--- src/rtl/memctl_keyed_regs.sv ---
module memctl_keyed_regs #(
  parameter int VARIANT  = 1,
  parameter int RAM_MB   = 512,
  parameter int NUM_REGS = 32,
  parameter int ADDR_W   = 12
) (
  input  logic        clk,
  input  logic        rst_n,
  input  logic [11:0] bus_addr,
  input  logic        bus_wr,
  input  logic        bus_rd,
  input  logic [31:0] bus_wdata,
  output logic [31:0] bus_rdata
);

  localparam int IDX_W    = ADDR_W - 2;
  localparam int SEL_W    = (NUM_REGS > 1) ? $clog2(NUM_REGS) : 1;
  localparam int PROT_IDX = 0;
  localparam int CONF_IDX = 1;
  localparam int STAT_IDX = 24;
  localparam int ECC_IDX  = 28;
  localparam logic [31:0] UNLOCK_KEY = 32'hFC60_0309;

  function automatic logic [1:0] size_code(input int v, input int mb);
    if (v == 0) begin
      case (mb)
        64:      return 2'd0;
        128:     return 2'd1;
        256:     return 2'd2;
        512:     return 2'd3;
        default: return 2'd2;
      endcase
    end else begin
      case (mb)
        128:     return 2'd0;
        256:     return 2'd1;
        512:     return 2'd2;
        1024:    return 2'd3;
        default: return 2'd2;
      endcase
    end
  endfunction

  localparam logic [1:0]  SIZE_CODE  = size_code(VARIANT, RAM_MB);
  localparam logic [31:0] CONF_MASK  = (VARIANT != 0) ? 32'hF00F_C04F : 32'hFFFF_F84F;
  localparam logic [31:0] CONF_FIXED = ((VARIANT != 0) ? 32'h1008_000C : 32'h0000_0040)
                                       | {30'd0, SIZE_CODE};

  logic [31:0] regs [NUM_REGS];
  logic [31:0] wr_val;

  wire [IDX_W-1:0] idx      = bus_addr[ADDR_W-1:2];
  wire             in_range = (int'(idx) < NUM_REGS);
  wire [SEL_W-1:0] slot     = idx[SEL_W-1:0];
  wire             unlocked = regs[PROT_IDX][0];

  always_comb begin
    wr_val = bus_wdata;
    if (int'(idx) == CONF_IDX)
      wr_val = (bus_wdata & ~CONF_MASK) | CONF_FIXED;
    else if (VARIANT != 0 && int'(idx) == STAT_IDX)
      wr_val = bus_wdata & ~32'h1;
    else if (VARIANT != 0 && int'(idx) == ECC_IDX)
      wr_val = (bus_wdata | 32'h1000) & ~32'h2000;
  end

  always_ff @(posedge clk) begin
    if (!rst_n) begin
      for (int i = 0; i < NUM_REGS; i++) regs[i] <= '0;
      regs[CONF_IDX] <= CONF_FIXED;
      bus_rdata      <= '0;
    end else begin
      if (bus_rd) bus_rdata <= in_range ? regs[slot] : 32'd0;
      if (bus_wr && in_range) begin
        if (int'(idx) == PROT_IDX) regs[PROT_IDX] <= {31'd0, bus_wdata == UNLOCK_KEY};
        else if (unlocked)         regs[slot] <= wr_val;
      end
    end
  end

  p_prot_onebit_r1: assert property (@(posedge clk) disable iff (!rst_n)
    regs[PROT_IDX][31:1] == 31'd0);

  p_locked_conf_hold_r2: assert property (@(posedge clk) disable iff (!rst_n)
    (bus_wr && !unlocked && int'(idx) == CONF_IDX) |=> $stable(regs[CONF_IDX]));

  p_conf_fixed_r3: assert property (@(posedge clk) disable iff (!rst_n)
    (regs[CONF_IDX] & CONF_MASK) == CONF_FIXED);

  p_oor_read_zero_r8: assert property (@(posedge clk) disable iff (!rst_n)
    (bus_rd && !in_range) |=> bus_rdata == 32'd0);

  p_read_prev_r9: assert property (@(posedge clk) disable iff (!rst_n)
    (bus_rd && in_range) |=> bus_rdata == $past(regs[slot]));

  generate
    if (VARIANT != 0 && NUM_REGS > ECC_IDX) begin : g_newer
      p_phy_idle_r6: assert property (@(posedge clk) disable iff (!rst_n)
        regs[STAT_IDX][0] == 1'b0);
      p_ecc_nofail_r7: assert property (@(posedge clk) disable iff (!rst_n)
        regs[ECC_IDX][13] == 1'b0);
      p_ecc_done_r7: assert property (@(posedge clk) disable iff (!rst_n)
        (bus_wr && unlocked && int'(idx) == ECC_IDX) |=> regs[ECC_IDX][12]);
    end
  endgenerate

endmodule

--- config.mk ---
export PLATFORM = sky130hd
export DESIGN_NAME = memctl_keyed_regs
export DESIGN_NICKNAME = d
export VERILOG_FILES = /design/src/rtl/memctl_keyed_regs.sv
export SDC_FILE = /design/constraint.sdc
export NUM_CORES = 1
export LEC_CHECK = 0
export CORE_UTILIZATION = 25
export CTS_BUF_LIST = sky130_fd_sc_hd__clkbuf_2
export CTS_CLUSTER_SIZE = 8
export DETAILED_ROUTE_END_ITERATION = 12
export GPL_ROUTABILITY_DRIVEN = 1
export PLACE_DENSITY = 0.51
export SYNTH_ARGS = -nofsm -noshare
export SYNTH_HDL_FRONTEND = slang
export SYNTH_SLANG_ARGS = --single-unit
--- constraint.sdc ---
create_clock -name clk -period 8.5 [get_ports clk]
set_input_delay 2.125 -clock clk [delete_from_list [all_inputs] [get_ports clk]]
set_output_delay 2.125 -clock clk [all_outputs]
set_load 0.02 [all_outputs]
==> flow_summary.yaml, run 1 <==
run_status:
  outcome: "finished, final reports clean"
worst_setup_path:
  cp-endpoint: "regs[11][22]"
  required_ns: 9.71
  crit_chain: "clkdlybuf4s50_1 > or4_1 > nor4_4 > nand3_2 > nand2_2"
  critPathLaunch: "bus_addr[11]"
  timing.rr.start: "regs[0][0]"
  critical_path_buf_inv_count: 1
  path_depth: 5
  crit_family: "simple AND/OR/NAND/NOR gates"
  r2r_slack_ns: 4.84
  critPathMaxStageDelay_ns: 1.02
  critical_path_class: "primary input to flop"
  critPathSlowestCell: "nand2_2"
  path_max_fanout: 32
  r2r_end: "regs[11][22]"
  arrival_ns: 6.12
  start_kind: "primary input"
  rr_worst_depth: 4
  endpoint_kind: "flop"
clocking:
  cts_max_path_buffers: 4
  cts-resized-gates: 0
  clkTransAtPathRegs_ns: 0.09
  cts_setup_buffers: 0
  clkLatencyLatePin_ns: 1.64
  cts_tree: "built"
  cts_root_buf: "clkbuf_2"
  cts_sinks: 1056
  cts_buffers: 296
  htreeDepth: 5
  postCtsHoldBufs: 0
drt:
  drt_iter0_markers: 2307
  vias: 27500
  met1_length_mm: 59.4
  drt-total-wl_mm: 138
  wire_per_inst_um: 23.1
  vias_per_cell: 4.62
  first_pass_iters: 5
  wl_met2_mm: 66.8
  topRoutingLayerUsed: "met5"
  route.met3.wl_mm: 8.10
  drcViolationCount: 0
  ant_nets: 0
flow_run:
  cap_violations: 0
global_routing:
  track_usage: 0.146
  antenna_found_initial: 7
  grt_max_degree: 90
  grt_first_pass_wirelength_mm: 197
  grt-ovfl-total: 0
  grt_pass1_vias: 28100
pwr:
  ir_drop_mv: 0.125
  power.density_nw_per_um2: 193
  power_leakage_nw: 19.7
final_layout:
  drive_gt1_frac: 0.261
  layout_commonest_cell: "edfxtp_1"
  fillers: 18600
  most-common-layout-cells: "edfxtp_1 (1024), nor2_1 (512), clkbuf_2 (451)"
  synthToLayoutAreaGrowth_pct: 13.8
  nets: 3351
timing:
  hold_viol_final: 0
  fin_skew_ns: 0.109
  finalSetupTns_ns: 0
  relSlewSlack: 0.0973
  finalCritPeriodShare: 0.577
  whs_ns: 0.473
  finalSetupViolCount: 0
  slew_viol_final: 0
  period_needed_ns: 4.91
  rsz0062_at_grt: "no"
  fmax_ghz: 0.204
  worstMarginPinSlew_ns: 1.35
floorplan:
  initial_core_util: 0.252
  dieHeight_um: 432
  core-area_um2: 184000
  dieArea_um2: 187000
  boundaryPins: 80
  die_w_um: 432
  rows: 157
hold_path:
  hold_class: "flop to flop"
  min_from: "bus_rdata[9]"
logic_synthesis:
  netlist_area_um2: 46300
  yosysUniqueCellTypes: 61
  postSynthAreaPerCell_um2: 15.1
  syn_inst: 3069
  yosys_most_used_dff: "edfxtp_1"
  ys_warn_count: 0
  ys_seq_area_frac: 0.678
  ys_async_sr_fraction: 0
  synth_edf_count: 1024
  ys_seq_elements: 1056
placement:
  portBuffers: 77
  hpwlAfterDp_mm: 82.2
  gp_congestion: 0.771
-- cell type report --
cell class / instances / area, um^2 / share of cell area
diodes: 10 / 25.0 / 0.000475
clock inverters: 29 / 241 / 0.00458
repair buffers: 187 / 1620 / 0.0308
clock buffers: 451 / 2260 / 0.0428
well taps: 2464 / 3080 / 0.0585
flip-flops and latches: 1056 / 31400 / 0.595
multi-input cells: 1758 / 14100 / 0.267
inverters: 4 / 15.0 / 0.000285
-- flip-flops by register name, indices dropped and copies added (netlist names) --
signal	flops
bus_rdata	32
regs	1024
-- through the flow --
stage | total power, mW | setup slack (ns) | instances | area, um^2 | util
final | 10.2 | 3.59 | 5959 | 52700 | 0.287
after global routing | 10.6 | 3.33 | 5958 | 52700 | 0.287
after CTS | 10.3 | 3.35 | 5949 | 52700 | 0.287
after detailed placement | 6.70 | 1.90 | 5469 | 50200 | 0.273
after global placement | 6.69 | 1.87 | 5469 | 50200 | 0.273
after floorplan | 6.39 | 2.90 | 3115 | 46500 | -
-- worst min path at each step --
stage                                to  cells after the start
after floorplan           bus_rdata[24]                      1
after global placement     bus_rdata[7]                      1
after detailed placement   bus_rdata[7]                      1
after CTS                  bus_rdata[9]                      1
after global routing      bus_rdata[30]                      1
final                      bus_rdata[9]                      1
-- layer usage --
layer / vias to the layer above / track usage
met5: - / 0
met4: 2 / 0.0539
met3: 232 / 0.0253
met2: 960 / 0.238
met1: 14200 / 0.193
li1: 12100 / -
-- power by group --
group | internal [mW] | switching, mW
Combinational | 0.221 | 0.482
Clock | 1.52 | 2.10
Sequential | 5.82 | 0.0345
-- synth_stat cells, types with 4 or more instances --
cell,instances,area share
mux2i_1,54,0.012
and3b_1,4,0.00076
dfxtp_1,32,0.014
nor4_1,8,0.0011
and2_1,379,0.051
a221o_1,5,0.0011
nor3b_1,4,0.00065
buf_2,61,0.0066
nand4_1,11,0.0015
and3_1,98,0.013
a21oi_1,5,0.00054
nand3_1,35,0.0038
nor3_1,6,0.00065
nor2b_1,4,0.00054
edfxtp_1,1024,0.66
nand2_1,83,0.0067
a22oi_1,48,0.0078
clkbuf_1,194,0.016
o221ai_1,26,0.0049
nor2_1,519,0.042
mux2_2,54,0.013
buf_4,7,0.0011
nand4_4,8,0.0037
buf_1,28,0.0023
a221oi_1,26,0.0049
a22o_1,27,0.0051
inv_1,4,0.00032
nor4_2,11,0.0030
a211o_1,28,0.0053
mux4_2,202,0.098
nand3_2,5,0.0011
a32o_1,27,0.0058
buf_6,5,0.0012
-- cells by family after synthesis --
group	Yosys count	synth area share
AOI/OAI and AO/OA	198	0.0365
other	2	0.000162
DFF	1056	0.678
muxes	310	0.123
buffers and inverters	301	0.0275
and+or+nand+nor	1202	0.135
(Power assumes the default switching activity.)
==> run 2, diff against run 1 <==
==> constraint.sdc (replaced) <==
create_clock -name clk -period 4.8 [get_ports clk]
set_input_delay 1.2 -clock clk [delete_from_list [all_inputs] [get_ports clk]]
set_output_delay 1.2 -clock clk [all_outputs]
set_load 0.02 [all_outputs]
==> flow_summary.yaml, run 2 (synthesized netlist as in run 1, its figures left out) <==
floorplan:
  dieHeight_um: 432
  die_w_um: 432
  rows: 157
  boundaryPins: 80
  dieArea_um2: 187000
  core-area_um2: 184000
  initial_core_util: 0.252
pwr:
  power_leakage_nw: 20.1
  ir_drop_mv: 0.155
  power.density_nw_per_um2: 336
timing:
  worstMarginPinSlew_ns: 1.09
  period_needed_ns: 3.99
  rsz0062_at_grt: "no"
  fin_skew_ns: 0.139
  fmax_ghz: 0.251
  whs_ns: 0.482
  hold_viol_final: 0
  finalCritPeriodShare: 0.831
  finalSetupTns_ns: 0
  relSlewSlack: 0.269
  slew_viol_final: 0
  finalSetupViolCount: 0
clocking:
  cts_buffers: 297
  postCtsHoldBufs: 0
  cts_max_path_buffers: 4
  cts_sinks: 1056
  clkLatencyLatePin_ns: 1.55
  htreeDepth: 5
  cts_tree: "built"
  cts-resized-gates: 0
  cts_setup_buffers: 0
  clkTransAtPathRegs_ns: 0.11
  cts_root_buf: "clkbuf_2"
drt:
  vias_per_cell: 4.60
  drt-total-wl_mm: 140
  ant_nets: 0
  wire_per_inst_um: 23.2
  first_pass_iters: 5
  drt_iter0_markers: 2509
  drcViolationCount: 0
  vias: 27700
global_routing:
  grt_pass1_vias: 28900
  grt_first_pass_wirelength_mm: 202
  grt-ovfl-total: 0
  grt_max_degree: 89
  track_usage: 0.149
  antenna_found_initial: 8
placement:
  dpl-instance-area_um2: 51100
  gp_congestion: 0.768
  hpwlAfterDp_mm: 85.7
  portBuffers: 77
worst_setup_path:
  start_kind: "flop"
  arrival_ns: 2.79
  rr_worst_depth: 6
  critPathMaxStageDelay_ns: 0.68
  crit_chain: "clkdlybuf4s50_1"
  path_max_fanout: 2
  required_ns: 3.60
  crit_family: "buffers and inverters"
  path_depth: 1
  critical_path_buf_inv_count: 1
  endpoint_kind: "output port"
  critPathSlowestCell: "clkdlybuf4s50_1"
  critical_path_class: "flop to output port"
final_layout:
  most-common-layout-cells: "edfxtp_1 (1024), nor2_1 (512), clkbuf_2 (441)"
  fin_area_um2: 53600
  layout_commonest_cell: "edfxtp_1"
  drive_gt1_frac: 0.274
  synthToLayoutAreaGrowth_pct: 15.8
  reg_top3: "regs x1024, bus_rdata x32"
  largest_reg_flops: 1024
  top_register: "regs"
  nets: 3423
run_status:
  outcome: "finished, final reports clean"
flow_run:
  cap_violations: 0
hold_path:
  whs_path_depth: 5
  hold_class: "primary input to flop"
-- run 2: cell count changes in the layout (fill, tap and decap cells not counted), sizes merged --
cell / before / now
bufinv: 5 / 4
inv: 6 / 9
diode: 10 / 7
buf: 114 / 185
clkinv: 22 / 35
clkbuf: 451 / 441
-- run 2: power breakdown --
part / internal (mW) / switching, mW / leakage, nW / total (mW)
clock: 2.61 / 3.71 / 1.97 / 6.33
sequential: 10.3 / 0.0629 / 11.2 / 10.4
combinational: 0.455 / 0.873 / 6.97 / 1.33
total: 13.4 / 4.65 / 20.1 / 18.0
-- run 2: area by class of cell --
class	count	area (um^2)
Fill cell	18500	130000
Sequential cell	1056	31400
Multi-Input combinational cell	1758	14000
Tap cell	2464	3080
Timing Repair Buffer	258	2610
Clock buffer	441	2210
Clock inverter	44	275
Antenna cell	7	17.5
Inverter	4	15.0
-- run 2: worst paths after layout --
path / start / end / slack [ns]
worst max register to register: regs[0][0] / regs[29][10] / 2.28
worst min register to register: bus_rdata[7] / bus_rdata[7] / 0.49
worst max-delay path: bus_rdata[31] / bus_rdata[31] / 0.81
worst min-delay path: bus_addr[6] / bus_rdata[26] / 0.48
-- run 2: metrics by stage --
stage | cells | total power [mW] | utilization | setup WS [ns]
6_report | 6032 | 18.0 | 0.292 | 0.810
2_1_floorplan | 3115 | 11.3 | - | 0.129
5_1_grt | 6029 | 18.8 | 0.292 | 0.656
4_1_cts | 6025 | 18.3 | 0.292 | 0.635
3_5_place_dp | 5540 | 11.9 | 0.278 | 0.570
3_3_place_gp | 5540 | 11.9 | 0.278 | 0.587
-- run 2: per-layer routing --
| metal | wire length [um] | GRT usage |
|---|---|---|
| met1 | 59500 | 0.193 |
| met2 | 69000 | 0.249 |
| met3 | 7720 | 0.0274 |
| met4 | 3600 | 0.0513 |
| met5 | 9 | 0 |
==> run 3, diff against run 2 <==
==> constraint.sdc (replaced) <==
create_clock -name clk -period 3.8 [get_ports clk]
set_input_delay 0.95 -clock clk [delete_from_list [all_inputs] [get_ports clk]]
set_output_delay 0.95 -clock clk [all_outputs]
set_load 0.02 [all_outputs]
==> flow_summary.yaml, run 3 (synthesized netlist as in run 1, its figures left out) <==
hold_path:
  hold_class: "primary input to flop"
drt:
  met1_length_mm: 61.0
  first_pass_iters: 5
  wire_per_inst_um: 23.2
  topRoutingLayerUsed: "met5"
  drt_iter0_markers: 2551
  vias: 28000
  route.met3.wl_mm: 7.55
  vias_per_cell: 4.60
  ant_nets: 0
  drt-total-wl_mm: 141
  drcViolationCount: 0
  wl_met2_mm: 69.3
final_layout:
  final_cells: 6098
  reg_top3: "regs x1024, bus_rdata x32"
  nets: 3485
  drive_gt1_frac: 0.291
  most-common-layout-cells: "edfxtp_1 (1024), nor2_1 (512), clkbuf_2 (446)"
  top_register: "regs"
  utilization: 0.296
  largest_reg_flops: 1024
  synthToLayoutAreaGrowth_pct: 17.4
  layout_commonest_cell: "edfxtp_1"
worst_setup_path:
  crit_family: "buffers and inverters"
  critPathSlowestCell: "clkdlybuf4s50_1"
  path_max_fanout: 2
  endpoint_kind: "output port"
  crit_chain: "clkdlybuf4s50_1"
  required_ns: 2.85
  arrival_ns: 2.62
  critPathMaxStageDelay_ns: 0.64
  start_kind: "flop"
  critical_path_buf_inv_count: 1
  critical_path_class: "flop to output port"
floorplan:
  boundaryPins: 80
  die_w_um: 432
  core-area_um2: 184000
  dieArea_um2: 187000
  initial_core_util: 0.252
  rows: 157
  dieHeight_um: 432
global_routing:
  track_usage: 0.150
  antenna_found_initial: 9
  grt_first_pass_wirelength_mm: 203
  grt_max_degree: 55
  grt-ovfl-total: 0
  grt_pass1_vias: 28800
clocking:
  cts_tree: "built"
  cts_setup_buffers: 0
  cts_sinks: 1056
  cts_buffers: 298
  clkTransAtPathRegs_ns: 0.09
  htreeDepth: 5
  clkLatencyLatePin_ns: 1.58
  cts_root_buf: "clkbuf_2"
  cts_max_path_buffers: 4
run_status:
  outcome: "finished, final reports clean"
placement:
  hpwlAfterDp_mm: 89.0
  portBuffers: 77
  dp.cells: 5600
  gp_congestion: 0.789
  post-place-ws_ns: 0.188
flow_run:
  cap_violations: 0
pwr:
  ir_drop_mv: 0.253
  seqPwrFrac: 0.577
  power.density_nw_per_um2: 417
  power_leakage_nw: 20.6
  p_sw_frac: 0.261
  p_comb_frac: 0.078
  power.share.clock: 0.345
  power.internal_mw: 16.8
  power_switching_mw: 5.93
timing:
  fin_ws_ns: 0.231
  fin_skew_ns: 0.125
  worstMarginPinSlew_ns: 1.10
  period_needed_ns: 3.57
  fmax_ghz: 0.280
  hold_viol_final: 0
  finalSetupViolCount: 0
  relSlewSlack: 0.267
  finalCritPeriodShare: 0.939
  slew_viol_final: 0
[run 3: changes by cell type in the layout (fill, tap and decap cells not counted), sizes merged]
cell / before / now
clkdlybuf4s50: 73 / 55
buf: 185 / 245
dlygate4sd3: 0 / 1
clkinv: 35 / 34
bufinv: 4 / 1
dlygate4sd2: 0 / 18
clkbuf: 441 / 446
diode: 7 / 9
inv: 9 / 11
[run 3: power groups by stage]
stage / logic, mW / clock network, mW / registers (mW)
after global routing: 1.87 / 8.67 / 13.1
final: 1.77 / 7.84 / 13.1
after CTS: 1.80 / 8.10 / 13.1
after floorplan: 0.943 / 0 / 13.3
after detailed placement: 1.80 / 0 / 13.4
after global placement: 1.79 / 0 / 13.3
[run 3: layout make-up]
type                       count  area (um^2)
fill                       18500       129000
sequential                  1056        31400
multi-input combinational   1758        14100
timing repair buffer         319         3410
tap                         2464         3080
clock buffer                 446         2230
clock inverter                42          186
antenna                        9         22.5
inverter                       4         15.0
[run 3: metrics by stage]
step	TNS [ns]	hold slack, ns	power (mW)	instance area (um^2)
global route	-0.00303	0.0628	23.7	54400
global placement	0	0.452	15.1	52000
floorplan	0	0.594	14.3	46500
detailed placement	0	0.461	15.2	52000
CTS	0	0.0261	23.0	54400
finish	0	0.226	22.7	54400
[run 3: final timing paths]
kind / slack (ns) / cells past startpoint / start / to
min: 0.23 / 2 / bus_wdata[4] / regs[25][4]
max reg2reg: 1.55 / 5 / regs[0][0] / regs[13][23]
max: 0.23 / 1 / bus_rdata[24] / bus_rdata[24]
min reg2reg: 0.48 / 1 / bus_rdata[4] / bus_rdata[4]
[run 3: routing by layer]
layer,vias up,track usage
met4,2,0.0487
met1,14500,0.199
li1,12400,-
met2,885,0.247
met5,-,0
met3,213,0.0272
[run 3: repair_timing]
| action | 4_1_cts | 5_1_grt |
|---|---|---|
| hold buffers | 1 | 0 |
| resized for setup | 27 | 0 |
| endpoints found under the hold margin | 136 | 0 |
| endpoints found under the setup margin | 22 | 0 |
